### config.mk
export PLATFORM = sky130hd
export DESIGN_NAME = gpio_cfg_bank
export DESIGN_NICKNAME = d
export VERILOG_FILES = /design/src/rtl/gpio_bank_pkg.sv /design/src/rtl/gpio_bank_decode.sv /design/src/rtl/gpio_bank_lock.sv /design/src/rtl/gpio_bank_regs.sv /design/src/rtl/gpio_cfg_bank.sv
export SDC_FILE = /design/constraint.sdc
export NUM_CORES = 1
export LEC_CHECK = 0
export BUFFER_PORTS_ARGS = -buffer_cell sky130_fd_sc_hd__buf_2
export CAP_MARGIN = 20
export CORE_ASPECT_RATIO = 1.1
export CORE_MARGIN = 8
export CORE_UTILIZATION = 59
export CTS_BUF_LIST = sky130_fd_sc_hd__clkbuf_4
export DETAILED_ROUTE_END_ITERATION = 16
export PLACE_DENSITY = 0.91
export REMOVE_ABC_BUFFERS = 1
export SYNTH_ARGS = -nofsm -noshare
export SYNTH_HDL_FRONTEND = slang
export SYNTH_SLANG_ARGS = --single-unit
### constraint.sdc
create_clock -name clk -period 3.6 [get_ports clk]
set_clock_uncertainty 0.1 [all_clocks]
set_input_delay 0.36 -clock clk [delete_from_list [all_inputs] [get_ports clk]]
set_output_delay 0.36 -clock clk [all_outputs]
set_load 0.03 [all_outputs]
### src/rtl/gpio_bank_pkg.sv
package gpio_bank_pkg;

    localparam int PIN_W = 32;

    // byte offsets; the lock registers and aliases must sit where software expects them
    localparam int OFS_LOCK_A   = 'h00;
    localparam int OFS_DIN      = 'h04;
    localparam int OFS_POL      = 'h08;
    localparam int OFS_DOUT     = 'h0C;
    localparam int OFS_OE       = 'h10;
    localparam int OFS_OTYPE    = 'h14;
    localparam int OFS_PU       = 'h1C;
    localparam int OFS_PD       = 'h20;
    localparam int OFS_EVTYPE   = 'h28;
    localparam int OFS_EVBOTH   = 'h2C;
    localparam int OFS_EVEN     = 'h40;
    localparam int OFS_EVEN_SET = 'h44;
    localparam int OFS_EVEN_CLR = 'h48;
    localparam int OFS_EVST     = 'h4C;
    localparam int OFS_IEN      = 'h58;
    localparam int OFS_DOUT_SET = 'h68;
    localparam int OFS_DOUT_CLR = 'h6C;
    localparam int OFS_OE_SET   = 'h70;
    localparam int OFS_OE_CLR   = 'h74;
    localparam int OFS_LOCK_B   = 'h7C;

    typedef enum logic [1:0] {
        LK_OPEN = 2'd0,
        LK_SHUT = 2'd1,
        LK_HALF = 2'd2
    } lock_state_e;

    typedef struct packed {
        logic lock_a;
        logic din;
        logic pol;
        logic dout;
        logic oe;
        logic otype;
        logic pu;
        logic pd;
        logic evtype;
        logic evboth;
        logic even;
        logic even_set;
        logic even_clr;
        logic evst;
        logic ien;
        logic dout_set;
        logic dout_clr;
        logic oe_set;
        logic oe_clr;
        logic lock_b;
    } bank_sel_t;

    typedef struct packed {
        logic [PIN_W-1:0] dout;
        logic [PIN_W-1:0] oe;
        logic [PIN_W-1:0] pol;
        logic [PIN_W-1:0] otype;
        logic [PIN_W-1:0] pu;
        logic [PIN_W-1:0] pd;
        logic [PIN_W-1:0] ien;
        logic [PIN_W-1:0] evtype;
        logic [PIN_W-1:0] evboth;
        logic [PIN_W-1:0] even;
        logic [PIN_W-1:0] evst_clr;
    } bank_regs_t;

endpackage

### src/rtl/gpio_bank_decode.sv
module gpio_bank_decode
    import gpio_bank_pkg::*;
#(
    parameter int ADDR_W = 7
) (
    input  logic [ADDR_W-1:0] addr_i,
    output bank_sel_t         sel_o
);

    always_comb begin
        sel_o          = '0;
        sel_o.lock_a   = (addr_i == ADDR_W'(OFS_LOCK_A));
        sel_o.din      = (addr_i == ADDR_W'(OFS_DIN));
        sel_o.pol      = (addr_i == ADDR_W'(OFS_POL));
        sel_o.dout     = (addr_i == ADDR_W'(OFS_DOUT));
        sel_o.oe       = (addr_i == ADDR_W'(OFS_OE));
        sel_o.otype    = (addr_i == ADDR_W'(OFS_OTYPE));
        sel_o.pu       = (addr_i == ADDR_W'(OFS_PU));
        sel_o.pd       = (addr_i == ADDR_W'(OFS_PD));
        sel_o.evtype   = (addr_i == ADDR_W'(OFS_EVTYPE));
        sel_o.evboth   = (addr_i == ADDR_W'(OFS_EVBOTH));
        sel_o.even     = (addr_i == ADDR_W'(OFS_EVEN));
        sel_o.even_set = (addr_i == ADDR_W'(OFS_EVEN_SET));
        sel_o.even_clr = (addr_i == ADDR_W'(OFS_EVEN_CLR));
        sel_o.evst     = (addr_i == ADDR_W'(OFS_EVST));
        sel_o.ien      = (addr_i == ADDR_W'(OFS_IEN));
        sel_o.dout_set = (addr_i == ADDR_W'(OFS_DOUT_SET));
        sel_o.dout_clr = (addr_i == ADDR_W'(OFS_DOUT_CLR));
        sel_o.oe_set   = (addr_i == ADDR_W'(OFS_OE_SET));
        sel_o.oe_clr   = (addr_i == ADDR_W'(OFS_OE_CLR));
        sel_o.lock_b   = (addr_i == ADDR_W'(OFS_LOCK_B));
    end

    // at most one register is decoded for any offset
    always_comb begin
        AST_ONE_SELECT: assert ($onehot0(sel_o));
    end

endmodule

### src/rtl/gpio_bank_lock.sv
module gpio_bank_lock
    import gpio_bank_pkg::*;
#(
    parameter int                DATA_W     = 32,
    parameter logic [DATA_W-1:0] KEY_FIRST  = 32'hC0DE1248,
    parameter logic [DATA_W-1:0] KEY_SECOND = 32'hC0DEFA73
) (
    input  logic              clk,
    input  logic              rst_n,
    input  logic              wr_i,
    input  logic              sel_a_i,
    input  logic              sel_b_i,
    input  logic [DATA_W-1:0] wdata_i,
    output logic              locked_o
);

    lock_state_e st_d, st_q;

    always_comb begin
        st_d = st_q;
        if (wr_i) begin
            case (st_q)
                LK_OPEN: if (sel_a_i || sel_b_i) st_d = LK_SHUT;
                LK_SHUT: if (sel_b_i && wdata_i == KEY_FIRST) st_d = LK_HALF;
                LK_HALF: st_d = (sel_a_i && wdata_i == KEY_SECOND) ? LK_OPEN : LK_SHUT;
                default: st_d = LK_SHUT;
            endcase
        end
    end

    always_ff @(posedge clk) begin
        if (!rst_n) st_q <= LK_OPEN;
        else        st_q <= st_d;
    end

    assign locked_o = (st_q != LK_OPEN);

    AST_LOCK_ON_WRITE: assert property (@(posedge clk) disable iff (!rst_n)
        (st_q == LK_OPEN && wr_i && (sel_a_i || sel_b_i)) |=> locked_o);

    AST_NO_SHORTCUT: assert property (@(posedge clk) disable iff (!rst_n)
        (st_q == LK_SHUT) |=> (st_q != LK_OPEN));

    AST_STRAY_RELOCKS: assert property (@(posedge clk) disable iff (!rst_n)
        (st_q == LK_HALF && wr_i && !(sel_a_i && wdata_i == KEY_SECOND)) |=> (st_q == LK_SHUT));

endmodule

### src/rtl/gpio_bank_regs.sv
module gpio_bank_regs
    import gpio_bank_pkg::*;
(
    input  logic             clk,
    input  logic             rst_n,
    input  logic             wr_i,
    input  logic             locked_i,
    input  bank_sel_t        sel_i,
    input  logic [PIN_W-1:0] wdata_i,
    output bank_regs_t       regs_o
);

    bank_regs_t r_d, r_q;

    always_comb begin
        r_d          = r_q;
        r_d.evst_clr = '0;
        if (wr_i) begin
            if (sel_i.evst) r_d.evst_clr = wdata_i;
            if (!locked_i) begin
                if (sel_i.dout)     r_d.dout   = wdata_i;
                if (sel_i.oe)       r_d.oe     = wdata_i;
                if (sel_i.pol)      r_d.pol    = wdata_i;
                if (sel_i.otype)    r_d.otype  = wdata_i;
                if (sel_i.pu)       r_d.pu     = wdata_i;
                if (sel_i.pd)       r_d.pd     = wdata_i;
                if (sel_i.ien)      r_d.ien    = wdata_i;
                if (sel_i.evtype)   r_d.evtype = wdata_i;
                if (sel_i.evboth)   r_d.evboth = wdata_i;
                if (sel_i.even)     r_d.even   = wdata_i;
                if (sel_i.dout_set) r_d.dout   = r_q.dout | wdata_i;
                if (sel_i.dout_clr) r_d.dout   = r_q.dout & ~wdata_i;
                if (sel_i.oe_set)   r_d.oe     = r_q.oe | wdata_i;
                if (sel_i.oe_clr)   r_d.oe     = r_q.oe & ~wdata_i;
                if (sel_i.even_set) r_d.even   = r_q.even | wdata_i;
                if (sel_i.even_clr) r_d.even   = r_q.even & ~wdata_i;
            end
        end
    end

    always_ff @(posedge clk) begin
        if (!rst_n) begin
            r_q     <= '0;
            r_q.ien <= '1;
        end else begin
            r_q     <= r_d;
        end
    end

    assign regs_o = r_q;

    logic unused_sel;
    assign unused_sel = ^{sel_i.din, sel_i.lock_a, sel_i.lock_b};

    AST_LOCKED_FREEZE: assert property (@(posedge clk) disable iff (!rst_n)
        locked_i |=> ($stable(r_q.dout) && $stable(r_q.oe) && $stable(r_q.pol) && $stable(r_q.otype)
                      && $stable(r_q.pu) && $stable(r_q.pd) && $stable(r_q.ien)
                      && $stable(r_q.evtype) && $stable(r_q.evboth) && $stable(r_q.even)));

    AST_SET_ORS: assert property (@(posedge clk) disable iff (!rst_n)
        (wr_i && sel_i.dout_set && !locked_i) |=> ((r_q.dout & $past(wdata_i)) == $past(wdata_i)));

    AST_CLR_ANDN: assert property (@(posedge clk) disable iff (!rst_n)
        (wr_i && sel_i.oe_clr && !locked_i) |=> ((r_q.oe & $past(wdata_i)) == '0));

    AST_CLR_PULSE_IDLE: assert property (@(posedge clk) disable iff (!rst_n)
        !(wr_i && sel_i.evst) |=> (r_q.evst_clr == '0));

endmodule

### src/rtl/gpio_cfg_bank.sv
module gpio_cfg_bank
    import gpio_bank_pkg::*;
#(
    parameter int               ADDR_W     = 7,
    parameter logic [PIN_W-1:0] KEY_FIRST  = 32'hC0DE1248,
    parameter logic [PIN_W-1:0] KEY_SECOND = 32'hC0DEFA73
) (
    input  logic              clk,
    input  logic              rst_n,
    input  logic              bus_wr,
    input  logic              bus_rd,
    input  logic [ADDR_W-1:0] bus_addr,
    input  logic [PIN_W-1:0]  bus_wdata,
    output logic [PIN_W-1:0]  bus_rdata,
    input  logic [PIN_W-1:0]  pin_level,
    input  logic [PIN_W-1:0]  evt_status,
    output logic [PIN_W-1:0]  cfg_dout,
    output logic [PIN_W-1:0]  cfg_oe,
    output logic [PIN_W-1:0]  cfg_pol,
    output logic [PIN_W-1:0]  cfg_otype,
    output logic [PIN_W-1:0]  cfg_pu,
    output logic [PIN_W-1:0]  cfg_pd,
    output logic [PIN_W-1:0]  cfg_ien,
    output logic [PIN_W-1:0]  cfg_evtype,
    output logic [PIN_W-1:0]  cfg_evboth,
    output logic [PIN_W-1:0]  cfg_even,
    output logic [PIN_W-1:0]  evt_clr,
    output logic              bank_locked
);

    bank_sel_t        sel;
    bank_regs_t       regs;
    logic [PIN_W-1:0] rd_d, rd_q;

    gpio_bank_decode #(.ADDR_W(ADDR_W)) u_decode (
        .addr_i (bus_addr),
        .sel_o  (sel)
    );

    gpio_bank_lock #(
        .DATA_W     (PIN_W),
        .KEY_FIRST  (KEY_FIRST),
        .KEY_SECOND (KEY_SECOND)
    ) u_lock (
        .clk      (clk),
        .rst_n    (rst_n),
        .wr_i     (bus_wr),
        .sel_a_i  (sel.lock_a),
        .sel_b_i  (sel.lock_b),
        .wdata_i  (bus_wdata),
        .locked_o (bank_locked)
    );

    gpio_bank_regs u_regs (
        .clk      (clk),
        .rst_n    (rst_n),
        .wr_i     (bus_wr),
        .locked_i (bank_locked),
        .sel_i    (sel),
        .wdata_i  (bus_wdata),
        .regs_o   (regs)
    );

    always_comb begin
        rd_d = rd_q;
        if (bus_rd) begin
            rd_d = '0;
            if (sel.lock_a) rd_d = {{(PIN_W-1){1'b0}}, bank_locked};
            if (sel.din)    rd_d = pin_level;
            if (sel.evst)   rd_d = evt_status;
            if (sel.dout)   rd_d = regs.dout;
            if (sel.oe)     rd_d = regs.oe;
            if (sel.pol)    rd_d = regs.pol;
            if (sel.otype)  rd_d = regs.otype;
            if (sel.pu)     rd_d = regs.pu;
            if (sel.pd)     rd_d = regs.pd;
            if (sel.ien)    rd_d = regs.ien;
            if (sel.evtype) rd_d = regs.evtype;
            if (sel.evboth) rd_d = regs.evboth;
            if (sel.even)   rd_d = regs.even;
        end
    end

    always_ff @(posedge clk) begin
        if (!rst_n) rd_q <= '0;
        else        rd_q <= rd_d;
    end

    logic unused_alias;
    assign unused_alias = ^{sel.lock_b, sel.even_set, sel.even_clr, sel.dout_set,
                            sel.dout_clr, sel.oe_set, sel.oe_clr};

    assign bus_rdata  = rd_q;
    assign cfg_dout   = regs.dout;
    assign cfg_oe     = regs.oe;
    assign cfg_pol    = regs.pol;
    assign cfg_otype  = regs.otype;
    assign cfg_pu     = regs.pu;
    assign cfg_pd     = regs.pd;
    assign cfg_ien    = regs.ien;
    assign cfg_evtype = regs.evtype;
    assign cfg_evboth = regs.evboth;
    assign cfg_even   = regs.even;
    assign evt_clr    = regs.evst_clr;

    AST_READ_HOLD: assert property (@(posedge clk) disable iff (!rst_n)
        !bus_rd |=> $stable(bus_rdata));

endmodule

Word level (Yosys, flattened, before mapping)

Cells that the tools add are included.

Equal/unequal tests: 25
Mux-type cells: 26
Bitwise gates (word level): 8
Reduce and logical (&&, ||, !) cells: 21

Operators by type and width:

| kind                                                            | count |
|---|---|
| 32-bit two-way mux                                              | 21 |
| 32-bit bitwise AND                                              | 3 |
| 32-bit bitwise OR                                               | 3 |
| 7-bit == test, second input constant                            | 10 |
| 32-bit == test, second input constant                           | 2 |
| 3-bit AND reduction                                             | 12 |
| 32-bit NOT                                                      | 1 |
| 7-bit by 5-bit == test with 1-bit output, second input constant | 3 |
| 7-bit by 6-bit == test with 1-bit output, second input constant | 3 |
| 7-bit by 4-bit == test with 1-bit output, second input constant | 2 |
| 3-bit nonzero test                                              | 3 |
| 7-bit by 3-bit == test with 1-bit output, second input constant | 1 |
| 7-bit logical NOT                                               | 1 |
| 2-bit one-hot mux with 3 select lines                           | 1 |
| 2-bit two-way mux                                               | 2 |
| 2-bit by 1-bit != test with 1-bit output, second input constant | 2 |
| 2-bit by 1-bit == test with 1-bit output, second input constant | 1 |
| 2-bit == test, second input constant                            | 1 |
| 1-bit logical AND                                               | 2 |
| 2-bit logical NOT                                               | 1 |
| 1-bit two-way mux                                               | 2 |
| 2-bit nonzero test                                              | 1 |
| 1-bit logical OR                                                | 1 |
| 1-bit NOT                                                       | 1 |

Flip-flop bits (word level): 386
Bits of input ports: 107
Output and inout bits: 385
Logic and storage cells: 93

Logic depth before layout (Yosys ltp)

Gate-level depths: netlist of run 1.

Word-level depth: 14
Mapped depth: 8
Depth with buffers taken out: 6

Hierarchy

A second synthesis of run 1 with hierarchy kept.

Cell total of the unflattened synthesis: 2240
Area, all modules: 18562.8 µm²

Modules (own cells, without submodules):

| module           | times used | cells an instance | area each (µm²) | seq. area each (µm²) |
|---|---|---|---|---|
| gpio_bank_regs   | 1          | 1440              | 13158.9         | 7046.8 |
| gpio_cfg_bank    | 1          | 739               | 4997.3          | 640.6 |
| gpio_bank_lock   | 1          | 31                | 235.2           | 40.0 |
| gpio_bank_decode | 1          | 30                | 171.4           | 0.0 |

Least setup slack after synthesis of run 1

No wires, ideal clock.

Kind: input-to-reg
From: input port bus_addr[3]
To: register rd_q[0] (netlist: bus_rdata[0])
Library setup time: 0.125 ns
Arrival: 1.793 ns
Data required time: 3.375 ns
Setup slack: 1.582 ns
Stages on the path: 8
Buffers on the path: 3
Cells stage by stage: buf_4 > nor4_4 > and2_1 > buf_2 > buf_2 > a211oi_1 > o311ai_1 > nand2_1

Longest elaborated chain between the ends: 14
Elaborated cells on any way between the ends: 26
Classes of those cells: eq/ne: 12; mux: 13; reduce/logical: 1

Ends and longest elaborated chain:

| element                | line                   | RTL |
|---|---|---|
| start: declaration     | gpio_cfg_bank.sv:12    | `input logic [ADDR_W-1:0] bus_addr,` |
| 7-bit logical NOT      | gpio_bank_decode.sv:12 | `sel_o.lock_a = (addr_i == ADDR_W'(OFS_LOCK_A));` |
| 1-bit two-way mux      | gpio_cfg_bank.sv:68    | `if (sel.lock_a) rd_d = {{(PIN_W-1){1'b0}}, bank_locked};` |
| 32-bit two-way mux     | gpio_cfg_bank.sv:69    | `if (sel.din) rd_d = pin_level;` |
| 32-bit two-way mux     | gpio_cfg_bank.sv:70    | `if (sel.evst) rd_d = evt_status;` |
| 32-bit two-way mux     | gpio_cfg_bank.sv:71    | `if (sel.dout) rd_d = regs.dout;` |
| 32-bit two-way mux     | gpio_cfg_bank.sv:72    | `if (sel.oe) rd_d = regs.oe;` |
| 32-bit two-way mux     | gpio_cfg_bank.sv:73    | `if (sel.pol) rd_d = regs.pol;` |
| 32-bit two-way mux     | gpio_cfg_bank.sv:74    | `if (sel.otype) rd_d = regs.otype;` |
| 32-bit two-way mux     | gpio_cfg_bank.sv:75    | `if (sel.pu) rd_d = regs.pu;` |
| 32-bit two-way mux     | gpio_cfg_bank.sv:76    | `if (sel.pd) rd_d = regs.pd;` |
| 32-bit two-way mux     | gpio_cfg_bank.sv:77    | `if (sel.ien) rd_d = regs.ien;` |
| 32-bit two-way mux     | gpio_cfg_bank.sv:78    | `if (sel.evtype) rd_d = regs.evtype;` |
| 32-bit two-way mux     | gpio_cfg_bank.sv:79    | `if (sel.evboth) rd_d = regs.evboth;` |
| 32-bit two-way mux *   | gpio_cfg_bank.sv:80    | `if (sel.even) rd_d = regs.even;` |
| end signal: assignment | gpio_cfg_bank.sv:86    | `else rd_q <= rd_d;` |
| end: declaration       | gpio_cfg_bank.sv:33    | `logic [PIN_W-1:0] rd_d, rd_q;` |

Every way passes the cells marked *; elsewhere a longest branch is shown, timed or not.
A chain may end at the register's enable or synchronous reset.

Worst setup path after layout of run 1

From: register u_lock.st_q[1]
To: register u_regs.r_q (netlist bit u_regs.regs_o[309])

Longest elaborated chain between the ends: 3

Ends and longest elaborated chain:

| element                       | line                 | RTL |
|---|---|---|
| start: declaration            | gpio_bank_lock.sv:17 | `lock_state_e st_d, st_q;` |
| start signal: assignment      | gpio_bank_lock.sv:33 | `else st_q <= st_d;` |
| 2-bit nonzero test            | gpio_bank_lock.sv:36 | `assign locked_o = (st_q != LK_OPEN);` |
| 1-bit NOT (no line)           | n/a                  |  |
| 3-bit AND reduction (no line) | n/a                  |  |
| end signal: assignment        | gpio_bank_regs.sv:46 | `r_q <= r_d;` |
| end: declaration              | gpio_bank_regs.sv:13 | `bank_regs_t r_d, r_q;` |

No other way between the ends.

==> impl_metrics.env, run 1 <==
export IMPL_outcome="completed"
export IMPL_pre_cts_ws_ns=0.727
export IMPL_finalCriticalPeriod_ns=2.82
export IMPL_p_clk_share_pct=41.6
export IMPL_worstSetupStartpointType="flop"
export IMPL_pwr_share_comb_pct=9.4
export IMPL_synthFlopType="dfxtp_1"
export IMPL_vdd_ir_drop_max_mv=0.259
export IMPL_rr_worst_depth=6
export IMPL_routed_wl_um=86000
export IMPL_synth_seq_cells=386
export IMPL_netlist_area_um2=18700
export IMPL_antenna_found_initial=6
export IMPL_cts_setup_buffers=0
export IMPL_cts_made_buffers=99
export IMPL_drt_iter0_markers=3366
export IMPL_nNetsFinal=2912
export IMPL_slew_violations=0
export IMPL_cap_violations=0
export IMPL_post_route_drc_count=0
export IMPL_synth_edf_count=0
export IMPL_netSwitchingPower_w=0.00241
export IMPL_yosysWarningCount=0
export IMPL_avgSynthCellArea_um2=8.04
export IMPL_worstPathMaxFanout=32
export IMPL_clkTransAtPathRegs_ns=0.08
export IMPL_postSynthCellCount=2327
export IMPL_die_x_um=186
export IMPL_grt_setup_unrepaired="false"
export IMPL_ys_seq_area_share_pct=41.3
export IMPL_p_seq_share_pct=49.0
export IMPL_grt_max_degree=195
export IMPL_use_met2_pct=65.8
export IMPL_dpl_cell_count=3061
export IMPL_slew_limit_headroom_pct=22.0
export IMPL_wire_per_inst_um=26.1
export IMPL_hold_depth=5
export IMPL_synth_cell_types=73
export IMPL_port_buffers=491
export IMPL_cts_htree_levels=3
export IMPL_synth_top_area_share_pct=41.3
export IMPL_end_kind="flop"
export IMPL_ys_top_cells_by_area="dfxtp_1 (41%), nand2_1 (12%), a21boi_1 (4.6%), nor2_1 (3.9%), a21boi_2 (3.6%)"
export IMPL_crit_required_ns=4.17
export IMPL_final_cell_mix="nand2_1 (595), buf_2 (490), dfxtp_1 (386)"
export IMPL_swShare_pct=27.3
export IMPL_rows=68
export IMPL_fmax_ghz=0.354
export IMPL_grt_pass1_wl_um=126000
export IMPL_overflow=0
export IMPL_hold_class="in -> reg"
export IMPL_cts_buffer_depth=3
export IMPL_finalCritPeriodShare_pct=78.4
export IMPL_p_int_w=0.00641
export IMPL_grt_pass1_vias=21705
export IMPL_finalSetupViolCount=0
export IMPL_cts_sinks=386
export IMPL_final_cells=3296
export IMPL_stdcell_area_um2=23000
export IMPL_final_common_cell="nand2_1"
export IMPL_arrival_ns=3.39
export IMPL_leakagePower_nw=9.57
export IMPL_dpl_cell_area_um2=21200
export IMPL_die_area_um2=37700
export IMPL_drive_above_1_share_pct=29.0
export IMPL_drtAntennaViolNets=0
export IMPL_core_um2=31300
export IMPL_grt_use_met1_pct=48.1
export IMPL_synth_area_leader_cell="dfxtp_1"
export IMPL_worst_slew_pin_transition_ns=1.17
export IMPL_clock_root_buffer="clkbuf_4"
export IMPL_start_util_pct=59.7
export IMPL_clkLatencyLatePin_ns=0.77
export IMPL_area_growth_pct=22.9
export IMPL_grtUsageMet3_pct=16.0
export IMPL_ioPinCount=492
export IMPL_grt_busiest_layer="met2"
export IMPL_vias=21814
export IMPL_die_h_um=203
export IMPL_cts_tree="yes"
export IMPL_power_density_nw_per_um2=384
export IMPL_finalHoldViolCount=0
export IMPL_track_usage_pct=43.5
export IMPL_dr_pass1_iters=7
export IMPL_worst_slack_ns=0.778
export IMPL_dpl_hpwl_um=54800
export IMPL_ys_async_sr_fraction_pct=0
export IMPL_gp_congestion=0.957
export IMPL_via_per_inst=6.62
export IMPL_path_class="reg -> reg"
## state kept, by name, indices dropped and copies added (netlist names)
| register | count |
|---|---|
| u_lock.st_q | 2 |
| u_regs.regs_o | 352 |
| bus_rdata | 32 |
## cells by family (layout without fill, tap and decap cells)
kind of cell / after synthesis / after routing / synth area share (%)
other: 0 / 5 / 0
AOI/OAI and AO/OA: 696 / 696 / 27.7
buffers and inverters: 242 / 786 / 6.54
muxes: 32 / 32 / 1.88
and+or+nand+nor: 971 / 971 / 22.5
DFF: 386 / 386 / 41.3
## area by class of cell
cell class                 count  area, µm²
clock buffer                 146       1100
antenna                        5       12.5
timing repair buffer         612       3630
clock inverter                21       82.6
tap                          420        526
sequential                   386       7730
inverter                       7       26.3
fill                        2369       8320
multi-input combinational   1699       9890
## cell usage after synthesis, types with 6 or more instances
library cell and number:
o22ai_1 45, a22oi_1 53, buf_2 51, a32oi_1 8, o211ai_1 27, buf_6 16, a21oi_1 54, mux2_2 25
o21ai_0 81, inv_1 6, nand2_1 599, a211oi_1 22, o21ai_1 8, a221oi_1 20, nor3_1 27, o221ai_1 7
and2_1 40, a21boi_0 82, clkbuf_1 125, nor4_1 6, nand3_1 51, a32o_1 18, buf_1 8, a21boi_2 60
buf_4 35, nor2_1 196, o21a_1 42, o31ai_1 7, a22o_1 32, mux2i_1 7, dfxtp_1 386, a21boi_1 115
## per-layer routing
layer  part of all wire, %  wire length, µm
met2                    43            37100
met3                    16            13500
met4                   9.3             7990
met5                 0.015               13
met1                    32            27400
## timing repair
action	in CTS	in global routing
endpoints found under the hold margin	368	0
hold buffers	61	0
setup endpoints to repair	0	0
gates resized for setup	0	0
## metrics by stage
step                      utilization, %  setup TNS (ns)  hold WS [ns]  power, W
final                               73.4               0        0.0410   0.00883
after global routing                73.4               0        0.0384   0.00906
after CTS                           73.3               0       0.00748   0.00876
after detailed placement            67.6               0         0.358   0.00515
after global placement              67.5               0         0.354   0.00513
after floorplan                        -           -5.30         0.332   0.00472
## power groups by stage
stage	Sequential (W)	Clock (W)	Combinational [W]
2_1_floorplan	0.00447	0	0.000246
3_3_place_gp	0.00442	0	0.000714
3_5_place_dp	0.00442	0	0.000732
4_1_cts	0.00432	0.00365	0.000785
5_1_grt	0.00432	0.00389	0.000849
6_report	0.00433	0.00367	0.000829
## worst max-delay path: stages (launching register included)
cell and delay [ns]:
dfxtp_1 0.36, nor2_1 0.19, and2_1 0.53, buf_4 0.26, o221a_2 0.81, nand2_1 0.21, a21boi_1 0.25
## worst paths after layout
kind	start	to	slack (ns)
setup reg to reg	u_lock.st_q[1]	u_regs.regs_o[309]	0.78
setup / recovery	u_lock.st_q[1]	u_regs.regs_o[309]	0.78
hold / removal	evt_status[27]	bus_rdata[27]	0.04
hold reg to reg	u_regs.regs_o[75]	u_regs.regs_o[75]	0.37
(Power assumes the default switching activity.)
==> inputs of run 2 (changes only) <==
--- a/config.mk
+++ b/config.mk
@@ -9,10 +9,10 @@
 export CAP_MARGIN = 20
 export CORE_ASPECT_RATIO = 1.1
 export CORE_MARGIN = 8
-export CORE_UTILIZATION = 59
+export CORE_UTILIZATION = 55
 export CTS_BUF_LIST = sky130_fd_sc_hd__clkbuf_4
 export DETAILED_ROUTE_END_ITERATION = 16
-export PLACE_DENSITY = 0.91
+export PLACE_DENSITY = 0.86
 export REMOVE_ABC_BUFFERS = 1
 export SYNTH_ARGS = -nofsm -noshare
 export SYNTH_HDL_FRONTEND = slang
==> constraint.sdc (replaced) <==
create_clock -name clk -period 2.65 [get_ports clk]
set_clock_uncertainty 0.1 [all_clocks]
set_input_delay 0.265 -clock clk [delete_from_list [all_inputs] [get_ports clk]]
set_output_delay 0.265 -clock clk [all_outputs]
set_load 0.03 [all_outputs]
==> run 2 against run 1 <==
  * Via count decreased by 0.79%
  * Wire length increased by 1.8%
  * Non-clock buffer count up 64
  * Core utilization decreased by 3.6 points
  * Clock power increased by 40%
  * Combinational power grew 41%
  * Register-to-register slack lost 0.56 ns
  * Largest power group unchanged
  * Hold slack improved by 0.017 ns
==> impl_metrics.env, run 2 (synthesis gave the netlist of run 1 again) <==
export IMPL_outcome="completed"
export IMPL_largest_reg_flops=352
export IMPL_clkTransAtPathRegs_ns=0.06
export IMPL_antenna_found_initial=7
export IMPL_cts_resized_gates=0
export IMPL_cpPeakStageDelay_ns=0.44
export IMPL_cts_sinks=386
export IMPL_leakagePower_nw=9.93
export IMPL_cts_htree_levels=3
export IMPL_final_cell_mix="nand2_1 (595), buf_2 (490), dfxtp_1 (386)"
export IMPL_finalSetupViolCount=0
export IMPL_slew_violations=0
export IMPL_via_per_inst=6.42
export IMPL_dr_pass1_iters=6
export IMPL_fmax_ghz=0.412
export IMPL_grt_setup_unrepaired="false"
export IMPL_cpMostUsedCell="buf_4"
export IMPL_track_usage_pct=41.5
export IMPL_arrival_ns=2.97
export IMPL_crit_required_ns=3.19
export IMPL_path_class="reg -> reg"
export IMPL_die_h_um=209
export IMPL_clock_root_buffer="clkbuf_4"
export IMPL_vdd_ir_drop_max_mv=0.428
export IMPL_worstPathMaxFanout=20
export IMPL_final_cells=3373
export IMPL_cts_buffer_depth=3
export IMPL_grtUsageMet3_pct=13.3
export IMPL_cts_setup_buffers=0
export IMPL_vias=21642
export IMPL_final_common_cell="nand2_1"
export IMPL_worst_slew_pin_transition_ns=1.13
export IMPL_drive_above_1_share_pct=30.0
export IMPL_hold_class="in -> reg"
export IMPL_die_area_um2=40200
export IMPL_nNetsFinal=2974
export IMPL_wire_per_inst_um=26.0
export IMPL_cts_tree="yes"
export IMPL_routed_wl_um=87500
export IMPL_cp_cell_sequence="nor2_1, and2_1, buf_4, and3_2, buf_4, nand2_1, a21boi_0"
export IMPL_core_um2=33800
export IMPL_post_route_drc_count=0
export IMPL_pre_cts_ws_ns=0.135
export IMPL_grt_busiest_layer="met2"
export IMPL_grt_use_met1_pct=47.3
export IMPL_rows=71
export IMPL_grt_max_degree=191
export IMPL_cts_made_buffers=97
export IMPL_port_buffers=491
export IMPL_drtAntennaViolNets=0
export IMPL_clkLatencyLatePin_ns=0.76
export IMPL_end_kind="flop"
export IMPL_grt_pass1_wl_um=128000
export IMPL_worstSetupStartpointType="flop"
export IMPL_cap_violations=0
export IMPL_finalHoldViolCount=0
export IMPL_critPathSlowestCell="and2_1"
export IMPL_worst_slack_ns=0.220
export IMPL_overflow=0
export IMPL_dpl_cell_count=3122
export IMPL_die_x_um=192
export IMPL_cts_hold_buf=83
export IMPL_gp_congestion=0.954
export IMPL_slew_limit_headroom_pct=24.5
export IMPL_finalCritPeriodShare_pct=91.7
export IMPL_n_fill_cell=2656
export IMPL_dpl_hpwl_um=57500
export IMPL_grt_pass1_vias=21845
export IMPL_ioPinCount=492
export IMPL_finalCriticalPeriod_ns=2.43
export IMPL_use_met2_pct=63.6
export IMPL_power_density_nw_per_um2=516
export IMPL_start_util_pct=55.3
export IMPL_drt_iter0_markers=2799
export IMPL_area_growth_pct=26.4
## run 2: stage by stage
stage	hold WS (ns)	instance area, µm²	utilization [%]	TNS, ns	total power, W
after detailed placement	0.360	21600	63.7	0	0.00703
after CTS	0.00117	23600	69.8	0	0.0121
after global placement	0.353	21600	63.7	0	0.00701
final	0.0582	23600	69.8	0	0.0122
after floorplan	0.237	17500	-	-87.82	0.00641
after global routing	0.0546	23600	69.8	0	0.0125
## run 2: critical path, delay by kind of cell, from the launching register on
family,cells,cell delay [ns]
buffers and inverters,2,0.66
DFF,1,0.36
AOI/OAI and AO/OA,1,0.18
and+or+nand+nor,4,1.00
## run 2: path summary, 6_finish.rpt
path	startpoint	end	slack, ns	cells after the start
worst max-delay path	u_lock.st_q[1]	u_regs.regs_o[204]	0.22	7
worst min-delay path	evt_status[30]	bus_rdata[30]	0.06	5
worst min register to register	u_regs.regs_o[174]	u_regs.regs_o[174]	0.37	2
worst max register to register	u_lock.st_q[1]	u_regs.regs_o[204]	0.22	7
## run 2: power by group
part	internal [W]	switching [W]
combinational	0.000409	0.000762
clock	0.00267	0.00248
sequential	0.00584	0.0000331
## run 2: cell type report
| type | count | area (µm²) | area share (%) |
|---|---|---|---|
| Sequential cell | 386 | 7730 | 32.7 |
| Antenna cell | 8 | 20.0 | 0.0847 |
| Clock inverter | 13 | 111 | 0.471 |
| Clock buffer | 146 | 1100 | 4.64 |
| Tap cell | 438 | 548 | 2.32 |
| Multi-Input combinational cell | 1699 | 9890 | 41.8 |
| Timing Repair Buffer | 676 | 4220 | 17.8 |
| Inverter | 7 | 26.3 | 0.111 |
## run 2: routing by layer
layer / wire, µm / vias up
met2: 38200 / 1936
met3: 12600 / 576
li1: - / 9184
met5: 0 / -
met4: 7400 / 0
met1: 29300 / 9946
